===== src/rtl/mru_pkg.sv =====
package mru_pkg;

    typedef enum logic [1:0] {
        ST_IDLE = 2'd0,
        ST_RUN  = 2'd1,
        ST_FIN  = 2'd2
    } mru_state_e;

    // Strict comparison keeps the earliest candidate on ties.
    function automatic logic mru_beats(input logic want_max,
                                       input logic a_gt_b,
                                       input logic a_lt_b);
        return want_max ? a_gt_b : a_lt_b;
    endfunction

endpackage


===== src/rtl/mru_tracker.sv =====
module mru_tracker #(
    parameter int SCORE_W  = 8,
    parameter int IDX_W    = 3,
    parameter bit WANT_MAX = 1'b0
) (
    input  logic               clk,
    input  logic               rst,
    input  logic               clr,
    input  logic               in_vld,
    input  logic [SCORE_W-1:0] in_score,
    input  logic [IDX_W-1:0]   in_idx,
    output logic               best_vld,
    output logic [SCORE_W-1:0] best_score,
    output logic [IDX_W-1:0]   best_idx
);
    import mru_pkg::*;

    logic take;

    always_comb begin
        take = in_vld && (!best_vld ||
               mru_beats(WANT_MAX, in_score > best_score, in_score < best_score));
    end

    always_ff @(posedge clk) begin
        if (rst || clr) begin
            best_vld   <= 1'b0;
            best_score <= '0;
            best_idx   <= '0;
        end else if (take) begin
            best_vld   <= 1'b1;
            best_score <= in_score;
            best_idx   <= in_idx;
        end
    end

endmodule


===== src/rtl/mru_ctrl.sv =====
module mru_ctrl #(
    parameter int N    = 8,
    parameter int CNT_W = 4
) (
    input  logic             clk,
    input  logic             rst,
    input  logic             start,
    input  logic             s_valid,
    input  logic             s_last,
    output logic             s_ready,
    output logic             beat,
    output logic             clr,
    output logic             fin,
    output logic             bad_cnt,
    output logic [CNT_W-1:0] cnt
);
    import mru_pkg::*;

    localparam logic [CNT_W-1:0] CNT_MAX  = CNT_W'(N);
    localparam logic [CNT_W-1:0] CNT_LAST = CNT_W'(N - 1);

    mru_state_e st;

    assign s_ready = (st == ST_RUN);
    assign beat    = s_ready && s_valid;
    assign clr     = (st == ST_IDLE) && start;
    assign fin     = (st == ST_FIN);

    always_ff @(posedge clk) begin
        if (rst) begin
            st      <= ST_IDLE;
            cnt     <= '0;
            bad_cnt <= 1'b0;
        end else begin
            unique case (st)
                ST_IDLE: if (start) begin
                    st      <= ST_RUN;
                    cnt     <= '0;
                    bad_cnt <= 1'b0;
                end
                ST_RUN: if (beat) begin
                    if (cnt != CNT_MAX) cnt <= cnt + 1'b1;
                    if (s_last) begin
                        st      <= ST_FIN;
                        bad_cnt <= (cnt != CNT_LAST);
                    end
                end
                ST_FIN:  st <= ST_IDLE;
                default: st <= ST_IDLE;
            endcase
        end
    end

    // the stream is closed in the cycle after its final beat
    a_r1_ready_drops: assert property (@(posedge clk) disable iff (rst)
        (beat && s_last) |=> !s_ready);

endmodule


===== src/rtl/mask_rewire_unit.sv =====
module mask_rewire_unit #(
    parameter int N       = 8,
    parameter int SCORE_W = 8,
    parameter int IDX_W   = (N > 1) ? $clog2(N) : 1
) (
    input  logic               clk,
    input  logic               rst,
    input  logic               rw_en,
    input  logic               start,
    input  logic               s_valid,
    output logic               s_ready,
    input  logic [SCORE_W-1:0] s_score,
    input  logic               s_mask,
    input  logic               s_last,
    output logic               done,
    output logic               swapped,
    output logic               err,
    output logic [IDX_W-1:0]   sil_idx,
    output logic [IDX_W-1:0]   act_idx,
    output logic [N-1:0]       mask_o
);
    localparam int CNT_W = $clog2(N + 1);
    localparam logic [CNT_W-1:0] CNT_MAX = CNT_W'(N);

    logic             beat, clr, fin, bad_cnt;
    logic [CNT_W-1:0] cnt;
    logic             in_range;
    logic [N-1:0]     mask_s, mask_trade;

    logic               t_vld   [2];
    logic [SCORE_W-1:0] t_score [2];
    logic [IDX_W-1:0]   t_idx   [2];

    mru_ctrl #(.N(N), .CNT_W(CNT_W)) ctrl_i (
        .clk(clk), .rst(rst), .start(start), .s_valid(s_valid),
        .s_last(s_last), .s_ready(s_ready), .beat(beat), .clr(clr),
        .fin(fin), .bad_cnt(bad_cnt), .cnt(cnt)
    );

    assign in_range = (cnt < CNT_MAX);

    // Index 0 tracks the weakest live link, index 1 the strongest dormant one.
    for (genvar g = 0; g < 2; g++) begin : g_trk
        mru_tracker #(.SCORE_W(SCORE_W), .IDX_W(IDX_W), .WANT_MAX(g == 1)) trk_i (
            .clk(clk), .rst(rst), .clr(clr),
            .in_vld(beat && in_range && (s_mask == (g == 0))),
            .in_score(s_score), .in_idx(cnt[IDX_W-1:0]),
            .best_vld(t_vld[g]), .best_score(t_score[g]), .best_idx(t_idx[g])
        );
    end

    logic do_trade;
    always_comb begin
        do_trade   = rw_en && t_vld[0] && t_vld[1] && (t_score[1] > t_score[0]);
        mask_trade = mask_s;
        mask_trade[t_idx[0]] = 1'b0;
        mask_trade[t_idx[1]] = 1'b1;
    end

    always_ff @(posedge clk) begin
        if (rst) begin
            mask_s  <= '0;
            mask_o  <= '0;
            done    <= 1'b0;
            swapped <= 1'b0;
            err     <= 1'b0;
            sil_idx <= '0;
            act_idx <= '0;
        end else begin
            done <= fin;
            if (beat && in_range) mask_s[cnt[IDX_W-1:0]] <= s_mask;
            if (fin) begin
                err     <= bad_cnt;
                sil_idx <= t_idx[0];
                act_idx <= t_idx[1];
                swapped <= !bad_cnt && do_trade;
                if (!bad_cnt) mask_o <= do_trade ? mask_trade : mask_s;
            end
        end
    end

    // completion is a single-cycle pulse
    a_r8_done_pulse: assert property (@(posedge clk) disable iff (rst)
        done |=> !done);
    // a good pass keeps the number of live links
    a_r8_fanin_kept: assert property (@(posedge clk) disable iff (rst)
        (done && !err) |-> ($countones(mask_o) == $countones(mask_s)));
    // a trade moves exactly the two reported bits
    a_r4_trade_bits: assert property (@(posedge clk) disable iff (rst)
        (done && swapped) |-> (mask_s[sil_idx] && !mask_s[act_idx] &&
                               !mask_o[sil_idx] && mask_o[act_idx]));
    // without a trade the streamed mask is published as is
    a_r4_no_trade_copy: assert property (@(posedge clk) disable iff (rst)
        (done && !swapped && !err) |-> (mask_o == mask_s));
    // a miscounted pass leaves the mask alone
    a_r7_err_hold: assert property (@(posedge clk) disable iff (rst)
        (done && err) |-> (!swapped && mask_o == $past(mask_o)));

endmodule


===== config.mk =====
export PLATFORM = sky130hd
export DESIGN_NAME = mask_rewire_unit
export DESIGN_NICKNAME = d
export VERILOG_FILES = /design/src/rtl/mru_pkg.sv /design/src/rtl/mru_tracker.sv /design/src/rtl/mru_ctrl.sv /design/src/rtl/mask_rewire_unit.sv
export SDC_FILE = /design/constraint.sdc
export NUM_CORES = 1
export LEC_CHECK = 0
export CAP_MARGIN = 40
export CORE_ASPECT_RATIO = 0.9
export CORE_UTILIZATION = 28
export DETAILED_ROUTE_END_ITERATION = 12
export GPL_TIMING_DRIVEN = 1
export PLACE_DENSITY = 0.52
export SLEW_MARGIN = 10
export SYNTH_ARGS = -nofsm -noshare
export SYNTH_HDL_FRONTEND = slang
export SYNTH_SLANG_ARGS = --single-unit

===== constraint.sdc =====
create_clock -name clk -period 1.69 [get_ports clk]
set_input_delay 0.338 -clock clk [delete_from_list [all_inputs] [get_ports clk]]
set_output_delay 0.338 -clock clk [all_outputs]
set_load 0.02 [all_outputs]

Word-level counts from Yosys, hierarchy flattened
Index checks and enable logic that the tools add are counted.

storage, ports and cells
  register bits after elaboration = 56
  input bits = 15
  output and inout bits = 18
  logic and storage cells = 86

operators by class
  $add $sub $neg = 1
  $lt $le $gt $ge = 10
  eq/ne operators = 8
  multiplexer cells = 20
  bitwise gates (word level) = 5
  reductions and logical operators = 26

operators by type and width
  operator               count
  $gt A8 B8 Y1           2
  $logic_and A1 B1 Y1    14
  $lt A3 B4 Y1 const B   3
  $mux W4                3
  $demux W1 S3           3
  $ge A3 B1 Y1 const B   3
  $and A8 B8 Y8          1
  $bwmux W8              1
  $lt A8 B8 Y1           1
  $mux W8                1
  $ne A2 B2 Y1 const B   4
  $not A8 Y8             1
  $or A8 B8 Y8           1
  $pmux W4 S2            1
  $reduce_and A4 Y1      2
  $mux W1                6
  $mux W2                3
  $add A4 B1 Y4 const B  1
  $lt A4 B4 Y1 const B   1
  $ne A4 B3 Y1 const B   1
  $ne A4 B4 Y1 const B   1
  $pmux W2 S2            1
  $logic_not A1 Y1       3
  $logic_or A1 B1 Y1     3
  8 further kinds        9

Longest topological paths before layout
Gate-level depths: netlist (run 1).

  depth in word-level cells = 8
  depth in mapped cells = 9
  depth with buffers taken out = 8

Modules after synthesis
A second synthesis (run 1) with hierarchy kept.

unflattened totals
  cells, all modules = 370
  area total of the unflattened synthesis = 3,214.3 µm²

by module, submodules not included
  module                        times used  cells an instance  area each (µm²)  sequential area each (µm²)
  mask_rewire_unit              1           168                1,456.4          500.5
  mru_tracker (g_trk[1].trk_i)  1           79                 691.9            240.2
  mru_tracker (g_trk[0].trk_i)  1           77                 655.6            240.2
  mru_ctrl                      1           46                 410.4            140.1

Worst setup path after synthesis (run 1)
OpenSTA, ideal clock, no wires.

  path kind = register -> register
  from = reg g_trk[0].trk_i.best_score[1]
  to = reg mask_o[1]
  setup time = 0.137 ns
  arrival time = 1.670 ns
  required time = 1.553 ns
  path slack = -0.117 ns
  stages on the path, launching flop included = 10
  path buffers = 1
  period minus slack after synthesis = 1.807 ns
  cell sequence = dfxtp_1 -> inv_1 -> ha_1 -> nor2b_1 -> o211ai_1 -> a21oi_1 -> o21a_1 -> buf_2 -> a221oi_1 -> a311oi_1

on the way
  cells in the longest elaborated chain, start to end = 3

RTL lines
  element                 RTL line                RTL
  start, declared         mru_tracker.sv:13       output logic [SCORE_W-1:0] best_score,
  start signal, assigned  mru_tracker.sv:32       best_score <= in_score;
  $gt A8 B8 Y1            mask_rewire_unit.sv:54  do_trade = rw_en && t_vld[0] && t_vld[1] && (t_score[1] > t_score[0]);
  $logic_and A1 B1 Y1     mask_rewire_unit.sv:54
  $mux W8                 mask_rewire_unit.sv:77  if (!bad_cnt) mask_o <= do_trade ? mask_trade : mask_s;
  end signal, assigned    mask_rewire_unit.sv:77
  end, declared           mask_rewire_unit.sv:20  output logic [N-1:0] mask_o

Every way passes these cells.
A chain may end at the register's enable or synchronous reset.

Worst setup path after layout (run 1)
  from = reg g_trk[0].trk_i.best_score[3]
  to = reg mask_o[7]

The elaborated chain is that of the path after synthesis.

==> out/metrics.csv, run 1 <==
stage,metric,value,unit
outcome,status,finished with violations,
outcome,failing checks,"DRC, setup timing",
logic_synthesis,Async SR Flop Fraction,0,
pwr,Switch Pwr,0.638,mW
cts,number of clock sinks,56,
finish,filler cell count,995,
sta,Final Hold Vio Count,0,
pwr,clock power share,0.382,
sta,RSZ-0062 raised after global routing,true,
routing,DRT Pass-1 Iters,10,
floorplan,core footprint,10400,um2
sta,fin worst setup slack,-0.242,ns
logic_synthesis,Yosys reg bits,56,
sta,relative max-transition margin,0.683,
sta,fmax,0.518,GHz
routing,final wirelength,8.08,mm
logic_synthesis,Post-synth top flop,dfxtp_1,
finish,# nets final,453,
cts,clk_lat worst skew,0.29,ns
finish,number of diodes,0,
floorplan,row cnt,35,
sta,Pins Over Slew Limit,0,
global_route,initial antenna violation count,0,
routing,drt via density,4.94,
logic_synthesis,Mean Syn Cell Area,9.00,um2
sta,post-route clock period utilization,1.14,
critical_path,crit path DAT,2.10,ns
critical_path,critical path class,flop to flop,
sta,Worst Max-Slew Pin Slew,0.463,ns
floorplan,DIE WIDTH,112,um
cts,CTS tree,yes,
sta,Final Skew,0.00578,ns
pwr,PnR Total Power,2.73,mW
place,HPWL after DPL,5.46,mm
critical_path,crit path max fanout,5,
cts,CTS HTree Levels,2,
routing,DR iter-0 viols,97,
place,placer congestion estimate,0.774,
floorplan,# IOs,33,
floorplan,die area,11200,um2
place,Port Buffers,32,
place,placed cell count,524,
cts,root buf cell,clkbuf_16,
logic_synthesis,Synth Cell Area,3020,um2
finish,Area Growth Syn to Fin,45.3,%
pwr,Seq pwr share,0.492,
global_route,aggregate global routing overflow,0,
pwr,sw frac,0.234,
sta,"Setup violations, final",31,
global_route,vias in the first global route,2609,
routing,routed length per instance,14.9,um
floorplan,die height,101,um
sta,fin crit period,1.93,ns
min_path,HP Class,flop to flop,
flow_run,max_cap viols,0,
floorplan,Initial Util,0.291,
logic_synthesis,number of synthesized flops with an enable pin,0,
routing,Remaining DRCs,2,
pwr,Worst VDD drop,347,uV
logic_synthesis,Cell variety after synth,50,
critical_path,CP endpoint kind,flop,
routing,Vias,2683,
pwr,logic gate share of total power,0.126,
logic_synthesis,Yosys warnings,0,
cts,number of buffers created by CTS,5,
critical_path,slack of the worst reg-to-reg path,-0.24,ns
finish,fraction of layout cells with a size suffix above 1,0.326,
critical_path,Setup crit start kind,flop,
global_route,first-pass GRT wire length,13.0,mm
pwr,Int Pwr,2.09,mW
cts,clock slew at reported path FFs,0.07,ns
routing,Post-DRT Antenna Nets,0,
critical_path,CP Data Required Time,1.86,ns
finish,fin cells,543,
pwr,Pleak,1.67,nW
global_route,overall routing resource usage,0.144,
global_route,largest net degree at the start of global routing,26,
logic_synthesis,sequential area share after synthesis,0.371,
cts,largest buffer count on any clock path,2,
pwr,power per cell area,621,nW/um2
logic_synthesis,Syn Inst Count,336,
logic_synthesis,Synth Net Count,376,
cell usage after synthesis (2+ instances only):
cell        n  share of area
dfxtp_1    56           0.37
nor2_1     50          0.062
mux2i_1    30          0.099
ha_1       25           0.10
nand2_1    25          0.031
inv_1      22          0.027
a21oi_1    16          0.026
a221oi_1    8          0.023
buf_2       8          0.013
a211oi_1    7          0.017
nor3b_1     6          0.015
and3_1      5          0.010
clkbuf_1    5         0.0062
nor3_1      5         0.0083
o21ai_0     5         0.0083
a2111oi_2   4          0.020
nand4_1     4         0.0083
nor2b_1     4         0.0083
o21bai_1    4         0.0099
a2111oi_0   3         0.0087
a21o_1      3         0.0074
a31oi_1     3         0.0062
and2b_1     3         0.0074
buf_6       3          0.011
nand2b_1    3         0.0062
o21a_1      3         0.0074
a311oi_1    2         0.0058
nor4_1      2         0.0041
per-layer routing:
layer	up-vias	wire length [um]	global-route usage
li1	1354	-	-
met1	1288	3770	0.187
met2	29	3990	0.254
met3	12	199	0.0168
met4	0	121	0.0353
met5	-	0	0
flip-flops by register name, indices dropped and copies added (netlist names), 2 cells and up:
| signal | flops |
|---|---|
| g_trk.trk_i.best_score | 16 |
| mask_o | 8 |
| mask_s | 8 |
| g_trk.trk_i.best_idx | 6 |
| ctrl_i.cnt | 4 |
| act_idx | 3 |
| sil_idx | 3 |
| ctrl_i.st | 2 |
| g_trk.trk_i.best_vld | 2 |
power groups by stage:
| stage | combinational [mW] | clock, mW | sequential [mW] |
|---|---|---|---|
| after CTS | 0.320 | 1.07 | 1.34 |
| final | 0.343 | 1.04 | 1.34 |
| after floorplan | 0.160 | 0 | 1.37 |
| after global placement | 0.298 | 0 | 1.37 |
| after detailed placement | 0.301 | 0 | 1.37 |
| after global routing | 0.377 | 1.13 | 1.34 |
cell usage in the layout (no fill, tap or decap), types with 7 or more instances in the layout:
cell type	n
ha_4	11
dfxtp_1	42
dfxtp_2	12
inv_2	7
nand2_1	24
nor2_1	49
a21oi_1	15
dlygate4sd2_1	9
inv_1	14
a221oi_2	7
ha_1	14
clkdlybuf4s50_1	17
mux2i_1	29
buf_4	47
repair_timing:
item,in CTS,in global routing
endpoints found under the hold margin,0,0
endpoints found under the setup margin,33,41
gates cloned,1,1
pin swaps,12,17
resized for setup,32,44
buffers inserted,3,6
hold buffers,0,0
stage by stage:
stage	setup WS [ns]	TNS, ns	util	cell area [um2]	hold WS [ns]
floorplan	0.00429	0	-	3110	0.452
global placement	-0.574	-15.94	0.371	3850	0.450
detailed placement	-0.607	-16.35	0.371	3850	0.453
CTS	-0.230	-4.43	0.401	4160	0.460
global route	-0.314	-6.57	0.423	4390	0.480
finish	-0.242	-4.13	0.423	4390	0.454
cells by family (layout without fill, tap and decap cells):
kind of cell / after synthesis / in the layout / share of synthesized area
XOR/XNOR: 1 / 1 / 0.00290
adder cells (fa/ha/maj): 25 / 25 / 0.103
AO/OA/AOI/OAI: 67 / 68 / 0.168
AND/OR/NAND/NOR: 117 / 117 / 0.194
buffers and inverters: 40 / 117 / 0.0616
flip-flops: 56 / 56 / 0.371
multiplexers: 30 / 30 / 0.0993
path summary, 6_finish.rpt:
path / start / endpoint / cells after the start
hold reg to reg: act_idx[1] / act_idx[1] / 2
setup reg to reg: g_trk[0].trk_i.best_score[3] / mask_o[7] / 8
hold / removal: act_idx[1] / act_idx[1] / 2
setup / recovery: g_trk[0].trk_i.best_score[3] / mask_o[7] / 8
area by class of cell:
cell class | instances | area [um2] | area share
Clock buffer | 8 | 146 | 0.0333
Tap cell | 129 | 161 | 0.0367
Sequential cell | 56 | 1140 | 0.260
Inverter | 22 | 85.1 | 0.0194
Multi-Input combinational cell | 241 | 2050 | 0.467
Timing Repair Buffer | 87 | 805 | 0.183
critical path, stage by stage (launching register included):
cell and delay [ns]:
dfxtp_2 0.34, inv_1 0.05, ha_1 0.32, nand4_1 0.12, o2111a_2 0.33, o21a_4 0.17, buf_4 0.15, a221oi_2 0.25
nor4_1 0.08
Note: power is estimated with default switching activity, not from simulation.
==> inputs of run 2 (changes only) <==
--- a/config.mk
+++ b/config.mk
@@ -7,6 +7,7 @@
 export LEC_CHECK = 0
 export CAP_MARGIN = 40
 export CORE_ASPECT_RATIO = 0.9
+export CORE_MARGIN = 3
 export CORE_UTILIZATION = 28
 export DETAILED_ROUTE_END_ITERATION = 12
 export GPL_TIMING_DRIVEN = 1
==> run 2 against run 1 <==
The flow finishes with violations (setup timing). Critical path depth unchanged. Highest routed layer unchanged. Wire length down 3.2%. Critical path type unchanged. Power up 3.1%. Utilization down 0.93 points. Non-clock buffer count down 7. First-iteration DRC count up 7.2%. Die area up 7.7%. Clock-buffer cell count down 3. Worst hold slack better by 0.0030 ns.
==> out/metrics.csv, run 2 (synthesis gave the netlist of run 1 again) <==
stage,metric,value,unit
place,Port Buffers,32,
outcome,failing checks,setup timing,
pwr,power per cell area,654,nW/um2
critical_path,critical path launch point,g_trk[0].trk_i.best_score[5],
routing,Post-DRT Antenna Nets,0,
finish,most frequent cells in the layout,"nor2_1, dfxtp_1, buf_4",
routing,routed length per instance,14.7,um
routing,DR iter-0 viols,104,
critical_path,end of the critical path,mask_o[1],
routing,drt via density,4.95,
sta,fin worst setup slack,-0.224,ns
floorplan,row cnt,35,
critical_path,FF-to-FF path depth,8,
finish,"Most flops, register",g_trk.trk_i.best_score,
place,placed cell count,523,
global_route,first-pass GRT wire length,12.8,mm
place,dpl ws,-0.600,ns
sta,RSZ-0062 raised after global routing,true,
finish,Area Growth Syn to Fin,42.1,%
cts,root buf cell,clkbuf_16,
cts,CTS HTree Levels,2,
critical_path,CP Cell Sequence,inv_2 > ha_1 > nand4_1 > o2111a_1 > o21a_4 > buf_12 > a221oi_2 > a311oi_1,
critical_path,CP Data Required Time,1.85,ns
pwr,PnR Total Power,2.81,mW
critical_path,reg2reg end,mask_o[1],
sta,Pins Over Slew Limit,0,
sta,Worst Max-Slew Pin Slew,0.666,ns
global_route,GRT met1 Usage,0.171,
finish,Multi-input gate area,1990,um2
min_path,Worst Hold Depth,2,
critical_path,CP endpoint kind,flop,
finish,largest registers,"g_trk.trk_i.best_score (16), mask_o (8), mask_s (8)",
sta,Final Skew,0.00671,ns
cts,number of clock sinks,56,
floorplan,Initial Util,0.291,
flow_run,max_cap viols,0,
global_route,vias in the first global route,2684,
global_route,largest net degree at the start of global routing,26,
cts,number of buffers created by CTS,5,
finish,"most common cell after layout, fill and taps aside",nor2_1,
floorplan,core footprint,10400,um2
finish,filler cell count,1010,
sta,fin crit period,1.91,ns
finish,fraction of layout cells with a size suffix above 1,0.290,
critical_path,Critical R2R Launch,g_trk[0].trk_i.best_score[5],
cts,largest buffer count on any clock path,2,
pwr,Worst VDD drop,490,uV
sta,relative max-transition margin,0.555,
finish,fin cells,533,
sta,fmax,0.522,GHz
critical_path,slack of the worst reg-to-reg path,-0.22,ns
place,HPWL after DPL,5.56,mm
global_route,aggregate global routing overflow,0,
floorplan,# IOs,33,
pwr,Pleak,1.63,nW
critical_path,critical path class,flop to flop,
global_route,GRT Max-Usage Layer,met2,
global_route,overall routing resource usage,0.129,
global_route,initial antenna violation count,0,
finish,number of flip-flops in the largest register,16,
cts,CTS tree,yes,
routing,DRT Pass-1 Iters,4,
finish,number of diodes,0,
finish,Storage cell area,1140,um2
cts,clk_lat worst skew,0.29,ns
routing,Remaining DRCs,0,
sta,"Setup violations, final",31,
global_route,met2 Use GR,0.219,
routing,final wirelength,7.82,mm
critical_path,Slowest Stage Delay on Critical Path,0.34,ns
cts,clock slew at reported path FFs,0.07,ns
critical_path,crit path max fanout,8,
critical_path,crit path DAT,2.07,ns
floorplan,DIE WIDTH,116,um
critical_path,Setup crit start kind,flop,
sta,post-route clock period utilization,1.13,
critical_path,slowest CP cell,dfxtp_2,
outcome,status,finished with violations,
floorplan,die height,105,um
global_route,GR Layer Usage met3,0.0174,
min_path,HP Class,flop to flop,
floorplan,die area,12100,um2
routing,Vias,2638,
place,placer congestion estimate,0.828,
cts,hold_buf cts,0,
finish,# nets final,445,
sta,Final Hold Vio Count,0,
[run 2: what timing repair did]
| action | CTS | global route |
|---|---|---|
| pin swaps | 14 | 16 |
| gates resized for setup | 33 | 31 |
| setup buffers | 2 | 1 |
| setup endpoints to repair | 36 | 37 |
| gates cloned | 1 | 1 |
| hold endpoints to repair | 0 | 0 |
[run 2: final cells by class]
cell class	count	share of cell area
well taps	129	0.0376
flip-flops and latches	56	0.266
clock buffers	5	0.0291
repair buffers	80	0.177
clock inverters	1	0.00699
multi-input cells	240	0.464
inverters	22	0.0198
[run 2: worst min path at each step]
stage / from / to / slack [ns]
after floorplan: s_last / ctrl_i.st[1] / 0.45
after global placement: act_idx[1] / act_idx[1] / 0.45
after detailed placement: act_idx[2] / act_idx[2] / 0.45
after CTS: act_idx[2] / act_idx[2] / 0.46
after global routing: act_idx[2] / act_idx[2] / 0.48
final: act_idx[2] / act_idx[2] / 0.46
[run 2: worst max-delay path, delay by kind of cell, from the launching register on]
| family | cells | cell delay [ns] |
|---|---|---|
| AOI/OAI and AO/OA | 4 | 0.79 |
| adders and majority gates | 1 | 0.28 |
| buffers and inverters | 2 | 0.20 |
| DFF | 1 | 0.34 |
| and+or+nand+nor | 1 | 0.17 |
[run 2: metrics by stage]
| stage | utilization | instance area [um2] | hold slack, ns | setup TNS (ns) |
|---|---|---|---|---|
| 2_1_floorplan | - | 3110 | 0.452 | 0 |
| 3_3_place_gp | 0.372 | 3860 | 0.448 | -16.25 |
| 3_5_place_dp | 0.372 | 3860 | 0.450 | -16.86 |
| 4_1_cts | 0.400 | 4150 | 0.459 | -4.34 |
| 5_1_grt | 0.414 | 4300 | 0.479 | -6.82 |
| 6_report | 0.414 | 4300 | 0.457 | -4.36 |
[run 2: per-layer routing]
metal / vias to the layer above / routed length, um / share of wire
li1: 1338 / - / -
met1: 1265 / 3720 / 0.48
met2: 28 / 3850 / 0.49
met3: 7 / 131 / 0.017
met4: 0 / 114 / 0.015
met5: - / 0 / 0
[run 2: where the power goes]
| part | internal (mW) | leakage, nW | switching (mW) | total, mW |
|---|---|---|---|---|
| registers | 1.33 | 0.458 | 0.0128 | 1.34 |
| logic | 0.168 | 1.10 | 0.167 | 0.335 |
| clock network | 0.684 | 0.0757 | 0.452 | 1.14 |
==> inputs of run 3 (changes only) <==
--- a/config.mk
+++ b/config.mk
@@ -15,4 +15,5 @@
 export SLEW_MARGIN = 10
 export SYNTH_ARGS = -nofsm -noshare
 export SYNTH_HDL_FRONTEND = slang
+export SYNTH_HIERARCHICAL = 1
 export SYNTH_SLANG_ARGS = --single-unit
==> constraint.sdc (replaced) <==
create_clock -name clk -period 1.6 [get_ports clk]
set_input_delay 0.32 -clock clk [delete_from_list [all_inputs] [get_ports clk]]
set_output_delay 0.32 -clock clk [all_outputs]
set_load 0.02 [all_outputs]
==> run 3 against run 2 <==
The run still ends with setup timing left. Register-to-register slack lost 0.20 ns. Setup slack lost 0.20 ns. Die area grew 5.9%. Wire length grew 8.2%. First-iteration DRC count grew 21%. Clock skew shrank 0.0019 ns. Cell count grew 14%. Clock power grew 11%. Clock-buffer cell count is the same. Synthesized cell count grew 10%. Sequential cell count is the same. Critical path type unchanged. Maximum frequency shrank 5.2%.
==> out/metrics.csv, run 3 <==
stage,metric,value,unit
logic_synthesis,post-synthesis xor/xnor area fraction,0,
logic_synthesis,mux cell area share after synthesis,0.121,
sta,Final Hold Vio Count,0,
critical_path,crit path max fanout,6,
logic_synthesis,Async SR Flop Fraction,0,
pwr,Worst VDD drop,480,uV
floorplan,die area,12800,um2
finish,"Most flops, register",g_trk.trk_i/best_score,
cts,clk_lat worst skew,0.29,ns
cts,CTS HTree Levels,2,
logic_synthesis,Synth Area in Compound Gates,0.151,
logic_synthesis,Post-synth top flop,dfxtp_1,
sta,Final Skew,0.00481,ns
logic_synthesis,number of synthesized flops with an enable pin,0,
cts,clock slew at reported path FFs,0.08,ns
pwr,Pleak,1.83,nW
cts,CTS tree,yes,
pwr,Seq pwr share,0.454,
logic_synthesis,"top cells by count, synth","nand2_1, dfxtp_1, mux2i_1",
logic_synthesis,share of the synthesized area in the top cell type,0.349,
finish,most frequent cells in the layout,"nand2_1, buf_4, dfxtp_1",
logic_synthesis,Cell variety after synth,53,
pwr,Switch Pwr,0.764,mW
cts,number of clock sinks,56,
pwr,Int Pwr,2.36,mW
min_path,HP Class,flop to flop,
pwr,power per cell area,671,nW/um2
critical_path,CP endpoint kind,flop,
sta,relative max-transition margin,0.738,
critical_path,Critical R2R Launch,g_trk[0].trk_i/best_score[1],
place,Port Buffers,32,
sta,Pins Over Slew Limit,0,
logic_synthesis,Synth Cell Area,3210,um2
finish,fraction of layout cells with a size suffix above 1,0.322,
global_route,largest net degree at the start of global routing,24,
pwr,sw frac,0.245,
cts,largest buffer count on any clock path,2,
finish,Area Growth Syn to Fin,44.5,%
routing,Remaining DRCs,0,
logic_synthesis,largest family of logic cells by synthesized area,simple AND/OR/NAND/NOR gates,
sta,"Setup violations, final",31,
logic_synthesis,post-synth top area cell,dfxtp_1,
logic_synthesis,Simple-Gate Fraction of Synth Area,0.213,
place,placer congestion estimate,0.785,
logic_synthesis,sequential area share after synthesis,0.349,
critical_path,CP Data Required Time,1.79,ns
logic_synthesis,Synth Net Count,410,
pwr,clock power share,0.408,
outcome,failing checks,setup timing,
floorplan,DIE WIDTH,119,um
critical_path,reg2reg end,mask_o[1],
pwr,PnR Total Power,3.12,mW
sta,RSZ-0062 raised after global routing,true,
routing,DRT Pass-1 Iters,4,
finish,# nets final,496,
critical_path,slack of the worst reg-to-reg path,-0.42,ns
sta,post-route clock period utilization,1.26,
global_route,first-pass GRT wire length,14.1,mm
routing,Vias,2882,
routing,DR iter-0 viols,126,
floorplan,# IOs,33,
logic_synthesis,largest cells by area after synthesis,"dfxtp_1, mux2i_1, ha_1, nand2_1, inv_1",
outcome,status,finished with violations,
cts,root buf cell,clkbuf_16,
finish,cell area after layout,4650,um2
logic_synthesis,top-count cell post-synth,nand2_1,
cts,hold_buf cts,0,
flow_run,max_cap viols,0,
global_route,overall routing resource usage,0.135,
floorplan,row cnt,36,
place,HPWL after DPL,6.05,mm
logic_synthesis,adder-cell share of the synthesized area,0.0973,
sta,fin crit period,2.02,ns
min_path,Worst Hold Depth,1,
logic_synthesis,Syn Inst Count,370,
min_path,hold endpoint,err,
min_path,Hold Path Origin,err,
place,Post-DP Area,4160,um2
floorplan,die height,108,um
pwr,logic gate share of total power,0.138,
finish,"most common cell after layout, fill and taps aside",nand2_1,
critical_path,crit path DAT,2.21,ns
critical_path,Setup crit start kind,flop,
sta,Hold Slack,0.457,ns
sta,fin worst setup slack,-0.419,ns
global_route,aggregate global routing overflow,0,
finish,largest registers,"g_trk.trk_i/best_score (16), mask_o (8), mask_s (8)",
logic_synthesis,Mean Syn Cell Area,8.69,um2
global_route,initial antenna violation count,1,
routing,routed length per instance,13.9,um
floorplan,Initial Util,0.291,
critical_path,critical path class,flop to flop,
floorplan,core footprint,11000,um2
sta,fmax,0.495,GHz
critical_path,FF-to-FF path depth,9,
routing,Post-DRT Antenna Nets,0,
routing,drt via density,4.72,
sta,Worst Max-Slew Pin Slew,0.382,ns
finish,number of flip-flops in the largest register,16,
global_route,vias in the first global route,2771,
logic_synthesis,Yosys reg bits,56,
cts,number of buffers created by CTS,5,
logic_synthesis,Yosys warnings,6,
routing,final wirelength,8.47,mm
place,dpl ws,-0.626,ns
==> run 3: cell types whose count changed after synthesis, moves of 7 or more <==
cell / before / now
nand2_1: 25 / 61
mux2i_1: 30 / 39
a211oi_1: 7 / 0
nor2_1: 50 / 26
or3_1: 0 / 7
buf_2: 8 / 1
inv_1: 22 / 33
clkbuf_1: 5 / 15
a221oi_1: 8 / 1
==> run 3: power by group through the flow <==
| stage | Combinational [mW] | Clock (mW) | Sequential, mW |
|---|---|---|---|
| after floorplan | 0.203 | 0 | 1.45 |
| after global placement | 0.386 | 0 | 1.45 |
| after detailed placement | 0.391 | 0 | 1.45 |
| after CTS | 0.426 | 1.31 | 1.42 |
| after global routing | 0.473 | 1.37 | 1.42 |
| final | 0.431 | 1.27 | 1.42 |
==> run 3: cell type report <==
| type | instances | area, um2 |
|---|---|---|
| timing repair buffer | 98 | 855 |
| multi-input combinational | 262 | 2160 |
| sequential | 56 | 1140 |
| clock buffer | 5 | 125 |
| clock inverter | 3 | 42.5 |
| antenna | 1 | 2.50 |
| inverter | 33 | 126 |
| tap | 152 | 190 |
| fill | 1069 | 6390 |
==> run 3: worst max-delay path by stage <==
| stage | cells after the start | slack, ns | endpoint | from |
|---|---|---|---|---|
| 2_1_floorplan | 7 | -0.33 | mask_o[0] | g_trk[0].trk_i/best_score[1] |
| 3_3_place_gp | 7 | -0.62 | g_trk[0].trk_i/best_score[6] | s_score[7] |
| 3_5_place_dp | 7 | -0.63 | g_trk[1].trk_i/best_score[5] | s_score[2] |
| 4_1_cts | 9 | -0.42 | mask_o[6] | g_trk[0].trk_i/best_score[1] |
| 5_1_grt | 9 | -0.49 | mask_o[1] | g_trk[0].trk_i/best_score[1] |
| 6_report | 9 | -0.42 | mask_o[1] | g_trk[0].trk_i/best_score[1] |
==> run 3: kinds of logic (layout without fill, tap and decap cells) <==
group / Yosys count / after routing
simple gates: 139 / 139
compound gates: 58 / 59
flops: 56 / 56
buf+inv: 53 / 139
mux: 39 / 39
fa+ha+maj: 25 / 25
other cells: 0 / 1
==> run 3: metrics by stage <==
step	setup TNS, ns	utilization	std cells
2_1_floorplan	-3.27	-	370
3_3_place_gp	-17.85	0.377	594
3_5_place_dp	-18.93	0.377	594
4_1_cts	-6.36	0.411	607
5_1_grt	-10.42	0.421	610
6_report	-7.43	0.421	610
==> run 3: worst max-delay path, cell delays in order, from the launching register on <==
cell       delay [ns]
dfxtp_2          0.34
inv_2            0.04
ha_4             0.26
nor2b_4          0.13
o211ai_2         0.08
buf_4            0.15
a2111oi_4        0.32
buf_4            0.22
o21ai_0          0.11
a32o_1           0.27
==> run 3: metal layers <==
metal,up-vias,GRT usage,wire length (um)
met1,1365,0.195,4330
met2,41,0.213,3780
met4,0,0.0223,42
met3,4,0.0236,312
met5,-,0,0
li1,1472,-,-
==> run 3: what timing repair did <==
action                     4_1_cts  5_1_grt
gates cloned                     2        0
resized for setup               51       25
pin swaps                       18        7
setup endpoints to repair       32       37
buffers inserted                 3        2
